**config.mk**
```make
export PLATFORM = sky130hd
export DESIGN_NAME = fbctl_regfile
export DESIGN_NICKNAME = d
export VERILOG_FILES = /design/src/rtl/fbctl_pkg.sv /design/src/rtl/fbctl_decode.sv /design/src/rtl/fbctl_regbank.sv /design/src/rtl/fbctl_rdmux.sv /design/src/rtl/fbctl_events.sv /design/src/rtl/fbctl_regfile.sv
export SDC_FILE = /design/constraint.sdc
export NUM_CORES = 1
export LEC_CHECK = 0
export CORE_UTILIZATION = 56
export CTS_CLUSTER_SIZE = 16
export DETAILED_ROUTE_END_ITERATION = 12
export MAX_ROUTING_LAYER = met4
export PLACE_DENSITY = 0.9
export SLEW_MARGIN = 20
export SYNTH_ARGS = -nofsm -noshare
export SYNTH_HDL_FRONTEND = slang
export SYNTH_SLANG_ARGS = --single-unit
```
**constraint.sdc**
```tcl
create_clock -name clk -period 38.4 [get_ports clk]
set_clock_uncertainty 0.15 [all_clocks]
set_input_delay 5.76 -clock clk [delete_from_list [all_inputs] [get_ports clk]]
set_output_delay 5.76 -clock clk [all_outputs]
set_load 0.005 [all_outputs]
```
**src/rtl/fbctl_pkg.sv**
```systemverilog
package fbctl_pkg;
  localparam int NREG       = 14;
  localparam int IDX_W      = 4;
  localparam int ALIGN_BITS = 5;

  typedef enum logic [IDX_W-1:0] {
    IX_CTL    = 4'd0,
    IX_HACT   = 4'd1,
    IX_HSB    = 4'd2,
    IX_HSE    = 4'd3,
    IX_HTOT   = 4'd4,
    IX_VACT   = 4'd5,
    IX_VSB    = 4'd6,
    IX_VSE    = 4'd7,
    IX_VTOT   = 4'd8,
    IX_BASE   = 4'd9,
    IX_VIEW   = 4'd10,
    IX_BURST  = 4'd11,
    IX_DDC    = 4'd12,
    IX_CLKSEL = 4'd13
  } reg_idx_e;
endpackage

```
**src/rtl/fbctl_decode.sv**
```systemverilog
module fbctl_decode
  import fbctl_pkg::*;
#(
  parameter int ADDR_W = 6,
  parameter int STRB_W = 4
) (
  input  logic [ADDR_W-1:0]     addr,
  input  logic                  wr,
  input  logic                  rd,
  input  logic [STRB_W-1:0]     be,
  input  logic [ALIGN_BITS-1:0] wdata_lo,
  output logic [IDX_W-1:0]      idx,
  output logic                  wr_ok,
  output logic                  rd_ok,
  output logic                  bad_acc
);
  localparam int WORD_W = ADDR_W - 2;

  logic [WORD_W-1:0] word;
  logic              in_map;
  logic              full;
  logic              base_misal;
  logic              ro_hit;

  always_comb begin
    word       = addr[ADDR_W-1:2];
    idx        = word[IDX_W-1:0];
    in_map     = (word < WORD_W'(NREG)) && (addr[1:0] == 2'b00);
    full       = &be;
    base_misal = (idx == IX_BASE) && (|wdata_lo);
    ro_hit     = (idx == IX_VIEW);
    wr_ok      = wr && full && in_map && !ro_hit && !base_misal;
    rd_ok      = rd && !wr && full && in_map;
    bad_acc    = (wr && !wr_ok) || (rd && !wr && !rd_ok);
  end
endmodule

```
**src/rtl/fbctl_regbank.sv**
```systemverilog
module fbctl_regbank
  import fbctl_pkg::*;
#(
  parameter int          DATA_W    = 32,
  parameter logic [31:0] BASE_MASK = 32'hFFFF_FFFF,
  parameter int          RST_HACT  = 640,
  parameter int          RST_VACT  = 480
) (
  input  logic                        clk,
  input  logic                        rst_n,
  input  logic                        wr_req,
  input  logic                        wr_ok,
  input  logic [IDX_W-1:0]            idx,
  input  logic [DATA_W-1:0]           wdata,
  output logic [NREG-1:0][DATA_W-1:0] regs_o,
  output logic                        res_evt,
  output logic                        base_evt
);
  localparam logic [DATA_W-1:0] MASK_W = DATA_W'(BASE_MASK);

  for (genvar g = 0; g < NREG; g++) begin : g_slot
    if (g == int'(IX_VIEW)) begin : g_view
      assign regs_o[g] = '0;
    end else begin : g_store
      localparam logic [DATA_W-1:0] RV =
        (g == int'(IX_CTL))  ? DATA_W'(1)        :
        (g == int'(IX_HACT)) ? DATA_W'(RST_HACT) :
        (g == int'(IX_VACT)) ? DATA_W'(RST_VACT) : '0;

      logic [DATA_W-1:0] q;
      logic [DATA_W-1:0] d;
      logic [DATA_W-1:0] din;
      logic              we;

      always_comb begin
        we  = wr_ok && (idx == IDX_W'(g));
        din = (g == int'(IX_BASE)) ? (wdata & MASK_W) : wdata;
        d   = we ? din : q;
      end

      always_ff @(posedge clk or negedge rst_n) begin
        if (!rst_n) q <= RV;
        else        q <= d;
      end

      assign regs_o[g] = q;
    end
  end

  logic geo_hit;
  logic ctl_bit_next;

  always_comb begin
    geo_hit      = (idx == IX_CTL) || (idx == IX_HACT) || (idx == IX_VACT);
    ctl_bit_next = (wr_ok && idx == IX_CTL) ? wdata[0] : regs_o[IX_CTL][0];
    res_evt      = wr_ok && geo_hit && !ctl_bit_next;
    base_evt     = wr_ok && (idx == IX_BASE);
  end


  base_align_chk: assert property (@(posedge clk) disable iff (!rst_n)
    regs_o[IX_BASE][ALIGN_BITS-1:0] == '0);


  view_ro_chk: assert property (@(posedge clk) disable iff (!rst_n)
    (wr_req && idx == IX_VIEW) |=> $stable(regs_o[IX_BASE]));
endmodule

```
**src/rtl/fbctl_rdmux.sv**
```systemverilog
module fbctl_rdmux
  import fbctl_pkg::*;
#(
  parameter int DATA_W = 32
) (
  input  logic                        clk,
  input  logic                        rst_n,
  input  logic                        rd_req,
  input  logic                        rd_ok,
  input  logic [IDX_W-1:0]            idx,
  input  logic [NREG-1:0][DATA_W-1:0] regs,
  output logic [DATA_W-1:0]           rdata_o
);
  logic [DATA_W-1:0] sel;
  logic [DATA_W-1:0] rdata_d;

  always_comb begin
    sel = '0;
    for (int i = 0; i < NREG; i++) begin
      if (idx == IDX_W'(i)) sel = regs[i];
    end
    if (idx == IX_VIEW) sel = regs[IX_BASE];
    rdata_d = rd_ok ? sel : '0;
  end

  always_ff @(posedge clk or negedge rst_n) begin
    if (!rst_n) rdata_o <= '0;
    else        rdata_o <= rdata_d;
  end


  bad_read_zero_chk: assert property (@(posedge clk) disable iff (!rst_n)
    (rd_req && !rd_ok) |=> (rdata_o == '0));
endmodule

```
**src/rtl/fbctl_events.sv**
```systemverilog
module fbctl_events (
  input  logic clk,
  input  logic rst_n,
  input  logic acc,
  input  logic res_evt,
  input  logic base_evt,
  input  logic bad_acc,
  output logic ack_q,
  output logic resize_q,
  output logic inval_q,
  output logic err_q
);
  logic ack_d, resize_d, inval_d, err_d;

  always_comb begin
    ack_d    = acc;
    resize_d = res_evt;
    inval_d  = res_evt || base_evt;
    err_d    = bad_acc;
  end

  always_ff @(posedge clk or negedge rst_n) begin
    if (!rst_n) begin
      ack_q    <= 1'b0;
      resize_q <= 1'b0;
      inval_q  <= 1'b0;
      err_q    <= 1'b0;
    end else begin
      ack_q    <= ack_d;
      resize_q <= resize_d;
      inval_q  <= inval_d;
      err_q    <= err_d;
    end
  end
endmodule

```
**src/rtl/fbctl_regfile.sv**
```systemverilog
module fbctl_regfile
  import fbctl_pkg::*;
#(
  parameter int          ADDR_W        = 6,
  parameter int          DATA_W        = 32,
  parameter logic [31:0] BASE_MASK     = 32'hFFFF_FFFF,
  parameter logic [31:0] FETCH_OFFSET  = 32'h0,
  parameter int          BYTES_PER_PIX = 2,
  parameter int          RST_HACT      = 640,
  parameter int          RST_VACT      = 480
) (
  input  logic                  clk,
  input  logic                  rst_n,
  input  logic [ADDR_W-1:0]     bus_addr,
  input  logic                  bus_wr,
  input  logic                  bus_rd,
  input  logic [DATA_W/8-1:0]   bus_be,
  input  logic [DATA_W-1:0]     bus_wdata,
  output logic [DATA_W-1:0]     bus_rdata,
  output logic                  bus_ack,
  output logic                  err_pulse,
  output logic                  resize_pulse,
  output logic                  inval_pulse,
  output logic                  disp_enable,
  output logic [DATA_W-1:0]     h_active,
  output logic [DATA_W-1:0]     hs_begin,
  output logic [DATA_W-1:0]     hs_end,
  output logic [DATA_W-1:0]     h_total,
  output logic [DATA_W-1:0]     v_active,
  output logic [DATA_W-1:0]     vs_begin,
  output logic [DATA_W-1:0]     vs_end,
  output logic [DATA_W-1:0]     v_total,
  output logic [DATA_W-1:0]     fetch_base,
  output logic [DATA_W-1:0]     line_stride,
  output logic [DATA_W-1:0]     burst_len,
  output logic [DATA_W-1:0]     ddc_ctl,
  output logic [DATA_W-1:0]     clk_sel
);
  localparam int STRB_W   = DATA_W / 8;
  localparam int STRIDE_SH = $clog2(BYTES_PER_PIX);

  logic [1:0] rst_sync;
  logic       rst_i_n;

  always_ff @(posedge clk or negedge rst_n) begin
    if (!rst_n) rst_sync <= 2'b00;
    else        rst_sync <= {rst_sync[0], 1'b1};
  end
  assign rst_i_n = rst_sync[1];

  logic [IDX_W-1:0]            idx;
  logic                        wr_ok, rd_ok, bad_acc;
  logic                        res_evt, base_evt;
  logic [NREG-1:0][DATA_W-1:0] regs;

  fbctl_decode #(.ADDR_W(ADDR_W), .STRB_W(STRB_W)) u_decode (
    .addr     (bus_addr),
    .wr       (bus_wr),
    .rd       (bus_rd),
    .be       (bus_be),
    .wdata_lo (bus_wdata[ALIGN_BITS-1:0]),
    .idx      (idx),
    .wr_ok    (wr_ok),
    .rd_ok    (rd_ok),
    .bad_acc  (bad_acc)
  );

  fbctl_regbank #(
    .DATA_W(DATA_W), .BASE_MASK(BASE_MASK),
    .RST_HACT(RST_HACT), .RST_VACT(RST_VACT)
  ) u_bank (
    .clk      (clk),
    .rst_n    (rst_i_n),
    .wr_req   (bus_wr),
    .wr_ok    (wr_ok),
    .idx      (idx),
    .wdata    (bus_wdata),
    .regs_o   (regs),
    .res_evt  (res_evt),
    .base_evt (base_evt)
  );

  fbctl_rdmux #(.DATA_W(DATA_W)) u_rdmux (
    .clk     (clk),
    .rst_n   (rst_i_n),
    .rd_req  (bus_rd),
    .rd_ok   (rd_ok),
    .idx     (idx),
    .regs    (regs),
    .rdata_o (bus_rdata)
  );

  fbctl_events u_events (
    .clk      (clk),
    .rst_n    (rst_i_n),
    .acc      (bus_wr || bus_rd),
    .res_evt  (res_evt),
    .base_evt (base_evt),
    .bad_acc  (bad_acc),
    .ack_q    (bus_ack),
    .resize_q (resize_pulse),
    .inval_q  (inval_pulse),
    .err_q    (err_pulse)
  );

  always_comb begin
    disp_enable = ~regs[IX_CTL][0];
    h_active    = regs[IX_HACT];
    hs_begin    = regs[IX_HSB];
    hs_end      = regs[IX_HSE];
    h_total     = regs[IX_HTOT];
    v_active    = regs[IX_VACT];
    vs_begin    = regs[IX_VSB];
    vs_end      = regs[IX_VSE];
    v_total     = regs[IX_VTOT];
    burst_len   = regs[IX_BURST];
    ddc_ctl     = regs[IX_DDC];
    clk_sel     = regs[IX_CLKSEL];
    fetch_base  = regs[IX_BASE] + DATA_W'(FETCH_OFFSET);
    line_stride = regs[IX_HACT] << STRIDE_SH;
  end


  ack_follows_chk: assert property (@(posedge clk) disable iff (!rst_i_n)
    (bus_wr || bus_rd) |=> bus_ack);


  misal_err_chk: assert property (@(posedge clk) disable iff (!rst_i_n)
    (bus_wr && (&bus_be) && bus_addr == ADDR_W'(int'(IX_BASE) * 4)
      && bus_wdata[ALIGN_BITS-1:0] != '0) |=> (err_pulse && !inval_pulse));


  resize_en_chk: assert property (@(posedge clk) disable iff (!rst_i_n)
    resize_pulse |-> disp_enable);


  err_excl_chk: assert property (@(posedge clk) disable iff (!rst_i_n)
    err_pulse |-> !inval_pulse);
endmodule

```
**After elaboration in Yosys (flattened, before gate mapping)**

Cells that the tools add are included.

- $add $sub $neg: 0
- Multipliers: 0
- Divide/modulo/power cells: 0
- Order comparisons: 1
- Equality and inequality tests: 13
- Shift-type cells: 0
- Mux-type cells: 16
- Bitwise logic cells: 1
- Reductions and logical operators: 41

Operators with widths:

| cell | number |
|---|---|
| 32-bit two-way mux | 15 |
| 1-bit logical AND | 26 |
| 4-bit == test, second input constant | 6 |
| 4-bit by 3-bit == test with 1-bit output, second input constant | 4 |
| 4-bit by 2-bit == test with 1-bit output, second input constant | 2 |
| 1-bit logical NOT | 6 |
| 1-bit logical OR | 5 |
| 5-bit OR reduction | 1 |
| 4-bit by 1-bit == test with 1-bit output, second input constant | 1 |
| 4-bit logical NOT | 1 |
| 4-bit < comparator, second input constant | 1 |
| 4-bit AND reduction | 1 |
| 2-bit logical NOT | 1 |
| 1-bit two-way mux | 1 |
| 1-bit inverter | 1 |

- Flip-flop bits (word level): 454
- Latch bits: 0
- Memory bits (writable): 0
- Bits in read-only memories: 0
- Bits of input ports: 46
- Output and inout bits: 453
- Logic and storage cells: 91
- Memories: 0

**Longest topological paths before layout**

Gate-level depths: netlist (run 1).

- Depth in word-level cells: 16
- Mapped depth: 9
- Mapped depth without buffers: 6

**By module**

From an unflattened synthesis (run 1), not the netlist that was laid out.

- Cells, all modules: 1718
- Area, all modules: 22029.9 um2

Modules (own cells, without submodules):

| module | instances | cells an instance | area each (um2) | seq. area each (um2) |
|---|---|---|---|---|
| fbctl_regbank | 1 | 966 | 15977.8 | 10418.7 |
| fbctl_rdmux | 1 | 690 | 5511.5 | 800.8 |
| fbctl_regfile | 1 | 38 | 307.8 | 50.0 |
| fbctl_decode | 1 | 19 | 126.4 | 0.0 |
| fbctl_events | 1 | 5 | 106.4 | 100.1 |

**Worst setup path before layout (run 1)**

Ideal clock, no wire load.

- Kind: in2reg
- From: input bus_addr[5]
- To: register u_bank.g_slot[11].g_store.q[2]
- Setup time: 0.125 ns
- Arrival time: 7.456 ns
- Required time: 38.125 ns
- Setup slack: 30.669 ns
- Cell stages on the path: 8
- Buffers on the path: 3
- Cells stage by stage: buf_2 nor2b_1 buf_2 nand2_1 nand4_4 nor3_2 buf_2 mux2_2

- Word-level cells in the longest chain between the ends: 6
- Elaborated cells on any way between the ends: 12
- Classes of those cells: order compare: 1; eq/ne: 3; reduce/logical: 8

Ends and longest elaborated chain:

| element | line | text |
|---|---|---|
| start: declaration | fbctl_regfile.sv:14 | `input logic [ADDR_W-1:0] bus_addr,` |
| 4-bit < comparator | fbctl_decode.sv:28 | `in_map = (word < WORD_W'(NREG)) && (addr[1:0] == 2'b00);` |
| 1-bit logical AND | fbctl_decode.sv:28 |  |
| 1-bit logical AND (3 in series) | fbctl_decode.sv:32 | `wr_ok = wr && full && in_map && !ro_hit && !base_misal;` |
| 1-bit logical AND * | fbctl_regbank.sv:36 | `we = wr_ok && (idx == IDX_W'(g));` |
| end signal: assignment | fbctl_regbank.sv:42 | `if (!rst_n) q <= RV;` |
| end signal: assignment | fbctl_regbank.sv:43 | `else q <= d;` |
| end: declaration | fbctl_regbank.sv:30 | `logic [DATA_W-1:0] q;` |

Every way passes the cells marked *; elsewhere a longest branch is shown, timed or not.
A chain may end at the register's enable or synchronous reset.

**Worst setup path after layout (run 1)**

- From: input bus_addr[3]
- To: register u_bank.g_slot[4].g_store.q[6]

- Word-level cells in the longest chain between the ends: 6
- Elaborated cells on any way between the ends: 12
- Classes of those cells: order compare: 1; eq/ne: 3; reduce/logical: 8

Ends and longest elaborated chain:

| element | line |
|---|---|
| 4-bit < comparator | fbctl_decode.sv:28 |
| 1-bit logical AND | fbctl_decode.sv:28 |
| 1-bit logical AND (3 in series) | fbctl_decode.sv:32 |
| 1-bit logical AND * | fbctl_regbank.sv:36 |
| end signal: assignment | fbctl_regbank.sv:42 |
| end signal: assignment | fbctl_regbank.sv:43 |
| end: declaration | fbctl_regbank.sv:30 |

Marks and branches as above.

==> key figures, run 1 <==
Status
  – Status: complete, no violations

Routing
  – Metal3 WL: 10.5 mm
  – DR top layer: met4
  – DR WL/cell: 31.5 µm
  – Met2 WL post-DR: 39.6 mm
  – Drc violations: 0
  – DRT iter0 DRCs: 2,084
  – Drt total wl: 88.4 mm
  – DRT Pass-1 Iters: 9
  – Final antenna-violating net count: 0
  – Metal-1 WL: 32.0 mm
  – DR vias/cell: 6.64
  – Vias: 18,700

Final layout
  – Area of the multi-input gates: 9340 µm²
  – Seq. cell area: 11,400 µm²
  – Layout area overhead: 16.3%
  – Design area: 28,500 µm²
  – Final core utilization: 0.661
  – Final cell count without fillers: 2,811
  – Share of cells above drive strength 1: 0.236
  – Filler cell count: 3,140
  – Final net count: 2,236

Worst setup path
  – Crit. End Element: flop
  – Worst path required time: 38.72 ns
  – CP startpoint kind: primary input
  – Worst setup path category: primary input to flop
  – Flop-to-flop setup slack: 35.75 ns
  – Crit path DAT: 10.07 ns
  – CP Max Fanout: 54

Timing
  – Pins over their slew limit: 0
  – Post-route clock period utilization: 0.254
  – Final Critical Period: 9.76 ns
  – Max Fclk: 103 MHz
  – Unrepaired setup endpoints after global routing: false
  – PnR worst setup slack: 28.64 ns
  – Least-Margin Pin Slew: 1.29 ns
  – WHS: 0.206 ns
  – Sum Neg Setup Slack: 0 ns
  – Final setup violation count: 0
  – Slew HR: 0.140
  – Fin. Hold Viols: 0

Floorplan
  – Chip height: 211 µm
  – Die area: 44,500 µm²
  – Die Width: 211 µm
  – IO Count: 499
  – Core area: 43,100 µm²
  – FP Rows: 76
  – Starting Density: 0.568

Synthesis
  – Post-synth top cells: dfrtp_1 (447), buf_4 (416), mux2_2 (363)
  – Biggest area consumer among synthesized cells: dfrtp_1
  – Most common cell in the netlist: dfrtp_1
  – Post-Syn Instances: 2,193
  – Area contributors post-synth: dfrtp_1 (46%), mux2_2 (17%), buf_4 (13%)
  – Share of the synthesized area in the top cell type: 0.457
  – Syn Area/Cell: 11.2 µm²
  – Synth Warn #: 0
  – Synthesized area: 24,500 µm²
  – Post-synth EDFFs: 0
  – Ys flop type: dfrtp_1
  – Ys async rst share: 1.00
  – Syn nets: 2,239
  – Synth unique cells: 63
  – Register area share after synthesis: 0.465
  – Synth Register Bits: 454

Placement
  – Dpl cells: 2,726
  – Buffers on Ports: 497
  – Hpwl dp: 57.4 mm
  – Dpl ws: 28.23 ns
  – Placed cell area: 26,800 µm²
  – Placer's final routability congestion estimate: 0.930

Global route
  – Global Route Usage Sum: 0.407
  – Vias in the first global route: 19,000
  – Global-route wire length before repair: 128 mm
  – Largest net degree at the start of global routing: 174
  – Grt ovf: 0
  – Initial antenna violation count: 1

CTS
  – Htree depth: 2
  – TritonCTS clock tree: yes
  – Number of setup buffers added after CTS: 0
  – Clock sinks: 454
  – Clock slew seen by the registers of the worst setup and hold paths: 0.06 ns
  – TritonCTS Buffers: 47
  – Clock Latency Late Sink: 0.59 ns
  – Post-CTS Resized: 0
  – CTS Hold Bufs: 0
  – Clock root buffer: clkbuf_16
  – Clock tree buffer depth: 3

Min path
  – HP Class: flop to flop

Flow run
  – Max cap viols: 0

Power and ir drop
  – PnR Total Power: 1.06 mW
  – Worst vdd ir: 35.3 µV
  – Pwr dens: 37.3 nW/µm²
  – Leakage: 12.9 nW
==> worst paths after layout <==
| check | start | depth (start not counted) | endpoint |
|---|---|---|---|
| min in group asynchronous | rst_sync[1]$_DFF_PN0_ | 0 | u_bank.g_slot[1].g_store.q[5]$_DFFE_PN0P_ |
| min reg2reg | rst_sync[0]$_DFF_PN0_ | 0 | rst_sync[1]$_DFF_PN0_ |
| max reg2reg | rst_sync[1]$_DFF_PN0_ | 2 | u_bank.g_slot[5].g_store.q[23]$_DFFE_PN0P_ |
| max | bus_addr[3] | 7 | u_bank.g_slot[4].g_store.q[6]$_DFFE_PN0P_ |
| max in group asynchronous | rst_n | 1 | rst_sync[1]$_DFF_PN0_ |
| min | rst_sync[0]$_DFF_PN0_ | 0 | rst_sync[1]$_DFF_PN0_ |
==> power breakdown <==
group / internal [mW] / switching, mW
registers: 0.484 / 0.00714
clock network: 0.292 / 0.193
logic: 0.0289 / 0.0555
==> registers in the layout (all words and copies together) (netlist names) <==
name and count:
u_events.resize_q 1, u_events.inval_q 1, u_rdmux.rdata_o 32, u_bank.g_slot.g_store.q 416
u_events.ack_q 1, rst_sync 2, u_events.err_q 1
==> layout by cell type (no fill, tap or decap), types with 8 or more instances in the layout <==
cell type	instances
nor2_1	40
clkbuf_8	14
mux2i_1	44
o2111ai_1	8
mux2_2	363
o22a_1	9
o221ai_1	32
clkdlybuf4s50_1	493
clkinv_2	9
buf_4	29
inv_1	9
o2bb2ai_1	20
a211oi_1	17
o22ai_1	24
nor2b_1	11
nand2b_1	19
a21oi_1	95
o21ai_0	133
nand2_1	104
a22oi_1	36
a32oi_1	15
mux2_1	46
clkbuf_16	49
dfrtp_1	446
o211a_1	17
==> final cells by class <==
| cell class | instances | share of cell area |
|---|---|---|
| flip-flops and latches | 454 | 0.400 |
| multi-input cells | 1145 | 0.328 |
| repair buffers | 532 | 0.187 |
| clock buffers | 70 | 0.0508 |
| well taps | 585 | 0.0257 |
| clock inverters | 14 | 0.00686 |
| inverters | 10 | 0.00132 |
| diodes | 1 | 0.0000879 |
==> logic make-up (layout without fill, tap and decap cells) <==
group / Yosys count / count (layout) / synth area share
AOI/OAI and AO/OA: 463 / 463 / 0.126
buffers and inverters: 594 / 626 / 0.158
DFF: 454 / 454 / 0.465
muxes: 454 / 454 / 0.207
other: 2 / 3 / 0.000307
and+or+nand+nor: 226 / 226 / 0.0442
==> metal layers <==
metal | vias up | global-route usage
met4 | 0 | 0.264
met3 | 427 | 0.103
met5 | - | -
li1 | 7388 | -
met2 | 1565 | 0.602
met1 | 9284 | 0.496
==> critical path, cell delays in order <==
cell     delay (ns)
buf_4          0.55
nor2b_4        1.01
nand2_2        0.76
nand4_4        0.51
nor2_2         0.10
nand2_2        0.85
mux2_2         0.43
No activity file was read; power rests on OpenSTA's default activity.
==> inputs of run 2 (changes only) <==
--- a/config.mk
+++ b/config.mk
@@ -5,11 +5,11 @@
 export SDC_FILE = /design/constraint.sdc
 export NUM_CORES = 1
 export LEC_CHECK = 0
-export CORE_UTILIZATION = 56
+export CORE_UTILIZATION = 47
 export CTS_CLUSTER_SIZE = 16
 export DETAILED_ROUTE_END_ITERATION = 12
 export MAX_ROUTING_LAYER = met4
-export PLACE_DENSITY = 0.9
+export PLACE_DENSITY = 0.81
 export SLEW_MARGIN = 20
 export SYNTH_ARGS = -nofsm -noshare
 export SYNTH_HDL_FRONTEND = slang
==> constraint.sdc (replaced) <==
create_clock -name clk -period 8.1 [get_ports clk]
set_clock_uncertainty 0.15 [all_clocks]
set_input_delay 1.215 -clock clk [delete_from_list [all_inputs] [get_ports clk]]
set_output_delay 1.215 -clock clk [all_outputs]
set_load 0.005 [all_outputs]
==> key figures, run 2 (synthesis gave the netlist of run 1 again) <==
Worst setup path
  – Crit path from: bus_addr[4]
  – Crit path DAT: 5.03 ns
  – CP startpoint kind: primary input
  – Worst R2R Path Depth: 4
  – CP delay by family, top: simple AND/OR/NAND/NOR gates
  – Worst R2R Start: rst_sync[1]$_DFF_PN0_
  – Levels on crit path: 7
  – Critical Path End: u_bank.g_slot[3].g_store.q[17]$_DFFE_PN0P_
  – Worst setup path category: primary input to flop
  – Worst path required time: 8.43 ns
  – CP Max Fanout: 54
  – Most Frequent Cell on Critical Path: buf_4
  – Crit. End Element: flop
  – CP max stage delay: 0.96 ns
  – Worst R2R End: u_rdmux.rdata_o[15]$_DFF_PN0_
  – Cell Chain, Critical Path: buf_4 > nand2b_2 > a211o_1 > nand4_4 > nor3_4 > buf_4 > mux2_2
  – Slowest cell on the critical path: nor3_4
  – Worst Path Buf+Inv: 2
  – Flop-to-flop setup slack: 5.64 ns

Flow run
  – Max cap viols: 0

Routing
  – Drt total wl: 89.4 mm
  – DR WL/cell: 30.7 µm
  – Final antenna-violating net count: 0
  – DRT iter0 DRCs: 2,124
  – DR vias/cell: 6.27
  – Drc violations: 0
  – Vias: 18,300
  – DRT Pass-1 Iters: 6

Min path
  – HP Class: flop to async pin

Placement
  – Dpl cells: 2,817
  – Buffers on Ports: 497
  – Hpwl dp: 58.3 mm
  – Placer's final routability congestion estimate: 0.918
  – Dpl ws: 2.86 ns

Final layout
  – Layout area overhead: 16.7%
  – Leading cell type in the layout, fill and taps excluded: clkdlybuf4s50_1
  – Largest Register: u_bank.g_slot.g_store.q
  – ANT cells: 0
  – Seq. cell area: 11,400 µm²
  – Share of cells above drive strength 1: 0.235
  – Max reg flops: 416
  – Largest regs: u_bank.g_slot.g_store.q: 416 flops, u_rdmux.rdata_o: 32 flops, rst_sync: 2 flops
  – Area of the multi-input gates: 9360 µm²
  – Final cell count without fillers: 2,911
  – Filler cell count: 4,266
  – Final net count: 2,237
  – Most frequent cells in the layout: clkdlybuf4s50_1 (493), dfrtp_1 (446), mux2_2 (363)

CTS
  – Clock slew seen by the registers of the worst setup and hold paths: 0.06 ns
  – Post-CTS Resized: 0
  – Number of setup buffers added after CTS: 0
  – Clock tree buffer depth: 3
  – TritonCTS clock tree: yes
  – Clock sinks: 454
  – Clock root buffer: clkbuf_16
  – TritonCTS Buffers: 50
  – Clock Latency Late Sink: 0.60 ns
  – Htree depth: 2
  – CTS Hold Bufs: 0

Floorplan
  – Starting Density: 0.476
  – FP Rows: 83
  – Die area: 53,000 µm²
  – IO Count: 499
  – Die Width: 230 µm
  – Core area: 51,400 µm²
  – Chip height: 230 µm

Timing
  – Unrepaired setup endpoints after global routing: false
  – Least-Margin Pin Slew: 1.28 ns
  – Post-route clock period utilization: 0.581
  – Pins over their slew limit: 0
  – PnR worst setup slack: 3.40 ns
  – WHS: 0.0264 ns
  – Fin. Hold Viols: 0
  – Slew HR: 0.143
  – Sum Neg Setup Slack: 0 ns
  – Final setup violation count: 0
  – Final Critical Period: 4.70 ns
  – Max Fclk: 213 MHz

Status
  – Status: complete, no violations

Global route
  – Vias in the first global route: 18,500
  – Grt ovf: 0
  – Initial antenna violation count: 0
  – Largest net degree at the start of global routing: 189
  – Global Route Usage Sum: 0.343
  – Global-route wire length before repair: 129 mm

Power and ir drop
  – PnR Total Power: 5.06 mW
  – Leakage: 12.9 nW
  – Worst vdd ir: 138 µV
  – Pwr dens: 177 nW/µm²
[run 2: changes by cell type in the layout (fill, tap and decap cells not counted), sizes merged]
cell | previous run | this run
diode | 1 | 0
buf | 39 | 37
clkbuf | 70 | 78
inv | 10 | 12
bufinv | 5 | 3
[run 2: cell type report]
| class | instances | area share |
|---|---|---|
| Clock buffer | 78 | 0.0528 |
| Clock inverter | 14 | 0.00535 |
| Inverter | 10 | 0.00131 |
| Multi-Input combinational cell | 1145 | 0.328 |
| Sequential cell | 454 | 0.398 |
| Tap cell | 680 | 0.0298 |
| Timing Repair Buffer | 530 | 0.185 |
[run 2: per-stage QoR]
| step | instance area, µm² | util |
|---|---|---|
| 4_1_cts | 28500 | 0.555 |
| 2_1_floorplan | 24500 | - |
| 6_report | 28600 | 0.556 |
| 3_5_place_dp | 26800 | 0.522 |
| 3_3_place_gp | 26800 | 0.522 |
| 5_1_grt | 28600 | 0.556 |
[run 2: power breakdown]
part,total (mW),leakage (nW),internal [mW],switching [mW]
clock,2.33,0.825,1.37,0.958
sequential,2.32,6.27,2.29,0.0284
combinational,0.409,5.83,0.140,0.269
total,5.06,12.9,3.81,1.25
[run 2: how the worst min path moves through the flow]
stage,slack [ns],start,cells past startpoint,endpoint
2_1_floorplan,0.18,rst_sync[0]$_DFF_PN0_,0,rst_sync[1]$_DFF_PN0_
3_3_place_gp,0.03,rst_sync[1]$_DFF_PN0_,0,u_bank.g_slot[7].g_store.q[11]$_DFFE_PN0P_
3_5_place_dp,0.03,rst_sync[1]$_DFF_PN0_,0,u_bank.g_slot[7].g_store.q[11]$_DFFE_PN0P_
4_1_cts,0.03,rst_sync[1]$_DFF_PN0_,0,u_bank.g_slot[2].g_store.q[8]$_DFFE_PN0P_
5_1_grt,0.04,rst_sync[1]$_DFF_PN0_,0,u_bank.g_slot[8].g_store.q[5]$_DFFE_PN0P_
6_report,0.03,rst_sync[1]$_DFF_PN0_,0,u_bank.g_slot[7].g_store.q[11]$_DFFE_PN0P_
[run 2: worst register-to-register path, delay by kind of cell (launching register included)]
| kind | cells | cell delay (ns) |
|---|---|---|
| buf+inv | 4 | 1.65 |
| flops | 1 | 0.55 |
[run 2: per-layer routing]
layer,up-vias,share of wire,wire (µm),global-route usage
met3,288,0.094,8360,0.0753
met4,0,0.046,4120,0.149
met2,1208,0.47,41900,0.535
li1,7414,-,-,-
met1,9347,0.39,35000,0.427
met5,-,0,0,-
==> inputs of run 3 (changes only) <==
==> constraint.sdc (replaced) <==
create_clock -name clk -period 4.12 [get_ports clk]
set_clock_uncertainty 0.15 [all_clocks]
set_input_delay 0.618 -clock clk [delete_from_list [all_inputs] [get_ports clk]]
set_output_delay 0.618 -clock clk [all_outputs]
set_load 0.005 [all_outputs]
==> key figures, run 3 (synthesis gave the netlist of run 1 again) <==
Routing
  – DR WL/cell: 30.6 µm
  – Vias: 18,600
  – DRT Pass-1 Iters: 6
  – Final antenna-violating net count: 0
  – Drt total wl: 90.3 mm
  – Drc violations: 0
  – DRT iter0 DRCs: 2,036
  – DR vias/cell: 6.29

CTS
  – Htree depth: 2
  – Clock slew seen by the registers of the worst setup and hold paths: 0.06 ns
  – Number of setup buffers added after CTS: 0
  – Clock sinks: 454
  – Clock tree buffer depth: 3
  – TritonCTS clock tree: yes
  – Clock Latency Late Sink: 0.60 ns
  – TritonCTS Buffers: 49
  – Post-CTS Resized: 0
  – Clock root buffer: clkbuf_16
  – CTS Hold Bufs: 0

Worst setup path
  – CP Max Fanout: 32
  – Critical Path End: u_bank.g_slot[12].g_store.q[24]$_DFFE_PN0P_
  – Worst R2R Path Depth: 1
  – CP startpoint kind: primary input
  – Crit path from: bus_addr[4]
  – Worst R2R End: u_rdmux.rdata_o[12]$_DFF_PN0_
  – Worst R2R Start: rst_sync[1]$_DFF_PN0_
  – Worst path required time: 4.43 ns
  – Worst setup path category: primary input to flop
  – Crit path DAT: 3.30 ns
  – Flop-to-flop setup slack: 2.30 ns
  – Crit. End Element: flop

Timing
  – Least-Margin Pin Slew: 1.02 ns
  – Slew HR: 0.321
  – Fin. Hold Viols: 0
  – Final setup violation count: 0
  – Unrepaired setup endpoints after global routing: false
  – Sum Neg Setup Slack: 0 ns
  – Final Critical Period: 2.98 ns
  – PnR worst setup slack: 1.14 ns
  – Max Fclk: 335 MHz
  – Pins over their slew limit: 0
  – Post-route clock period utilization: 0.724

Final layout
  – Most frequent cells in the layout: clkdlybuf4s50_1 (493), dfrtp_1 (446), mux2_2 (363)
  – ANT cells: 0
  – Largest Register: u_bank.g_slot.g_store.q
  – Filler cell count: 4,301
  – Share of cells above drive strength 1: 0.251
  – Layout area overhead: 18.4%
  – Largest regs: u_bank.g_slot.g_store.q: 416 flops, u_rdmux.rdata_o: 32 flops, rst_sync: 2 flops
  – Max reg flops: 416
  – Final net count: 2,282
  – Leading cell type in the layout, fill and taps excluded: clkdlybuf4s50_1

Power and ir drop
  – Pint: 7.48 mW
  – Seq pwr share: 0.460
  – NetSw: 2.46 mW
  – Leakage: 13.1 nW
  – Switching fraction of total power: 0.248
  – Comb pwr share: 0.083
  – Worst vdd ir: 251 µV
  – Pwr dens: 343 nW/µm²
  – PnR Total Power: 9.95 mW
  – Clock Power Share: 0.457

Global route
  – Largest net degree at the start of global routing: 80
  – Global-route wire length before repair: 131 mm
  – Vias in the first global route: 19,000
  – Initial antenna violation count: 0
  – Global Route Usage Sum: 0.348
  – Grt ovf: 0

Floorplan
  – Core area: 51,400 µm²
  – IO Count: 499
  – Chip height: 230 µm
  – FP Rows: 83
  – Die area: 53,000 µm²
  – Starting Density: 0.476
  – Die Width: 230 µm

Placement
  – Placer's final routability congestion estimate: 0.961
  – Hpwl dp: 61.3 mm
  – Dpl ws: 0.560 ns
  – Buffers on Ports: 497

Min path
  – HP Class: primary input to async pin

Flow run
  – Max cap viols: 0

Status
  – Status: complete, no violations
-- run 3: changes by cell type in the layout (fill, tap and decap cells not counted), sizes merged --
| cell | previous run | this run |
|---|---|---|
| clkinvlp | 0 | 1 |
| clkinv | 9 | 11 |
| buf | 37 | 83 |
| clkbuf | 78 | 73 |
| inv | 12 | 11 |
| bufinv | 3 | 4 |
-- run 3: final cells by class --
| type | count | area (µm²) | share of cell area |
|---|---|---|---|
| Sequential cell | 454 | 11400 | 0.393 |
| Multi-Input combinational cell | 1145 | 9330 | 0.322 |
| Timing Repair Buffer | 576 | 5710 | 0.197 |
| Clock buffer | 73 | 1450 | 0.0499 |
| Tap cell | 680 | 851 | 0.0294 |
| Clock inverter | 17 | 206 | 0.00713 |
| Inverter | 10 | 38.8 | 0.00134 |
-- run 3: critical path, stage by stage --
cell and delay, ns:
buf_4 0.31, buf_4 0.38, nor2b_2 0.10, nand2_2 0.10
buf_4 0.45, nand3_2 0.24, nor2b_2 0.31, nand3_2 0.13
buf_12 0.26, mux2_1 0.34
-- run 3: worst min-delay path by stage --
stage / start / endpoint / slack, ns / cells after the start
final: rst_n / rst_sync[0]$_DFF_PN0_ / 0.03 / 1
after global routing: rst_n / rst_sync[0]$_DFF_PN0_ / 0.02 / 1
after detailed placement: rst_sync[0]$_DFF_PN0_ / rst_sync[1]$_DFF_PN0_ / 0.20 / 0
after floorplan: rst_n / rst_sync[0]$_DFF_PN0_ / 0.17 / 0
after global placement: rst_sync[0]$_DFF_PN0_ / rst_sync[1]$_DFF_PN0_ / 0.18 / 0
after CTS: rst_n / rst_sync[1]$_DFF_PN0_ / 0.006 / 1
-- run 3: through the flow --
step / std cells / utilization / hold WS, ns / area, µm²
4_1_cts: 2955 / 0.563 / 0.00551 / 29000
5_1_grt: 2955 / 0.563 / 0.0241 / 29000
3_5_place_dp: 2865 / 0.531 / 0.196 / 27300
6_report: 2955 / 0.563 / 0.0349 / 29000
2_1_floorplan: 2193 / - / 0.172 / 24500
3_3_place_gp: 2865 / 0.531 / 0.183 / 27300
-- run 3: power groups by stage --
stage               sequential, mW  clock, mW  combinational [mW]
floorplan                     4.68          0               0.415
global placement              4.66          0               0.793
detailed placement            4.66          0               0.807
CTS                           4.58       4.59               0.812
global route                  4.58       4.76               0.868
finish                        4.58       4.55               0.823
-- run 3: layer usage --
layer / vias up / global-route usage / part of all wire
met5: - / - / 0
met4: 0 / 0.185 / 0.055
met3: 316 / 0.0707 / 0.093
met2: 1330 / 0.539 / 0.47
met1: 9429 / 0.428 / 0.38
li1: 7501 / - / -
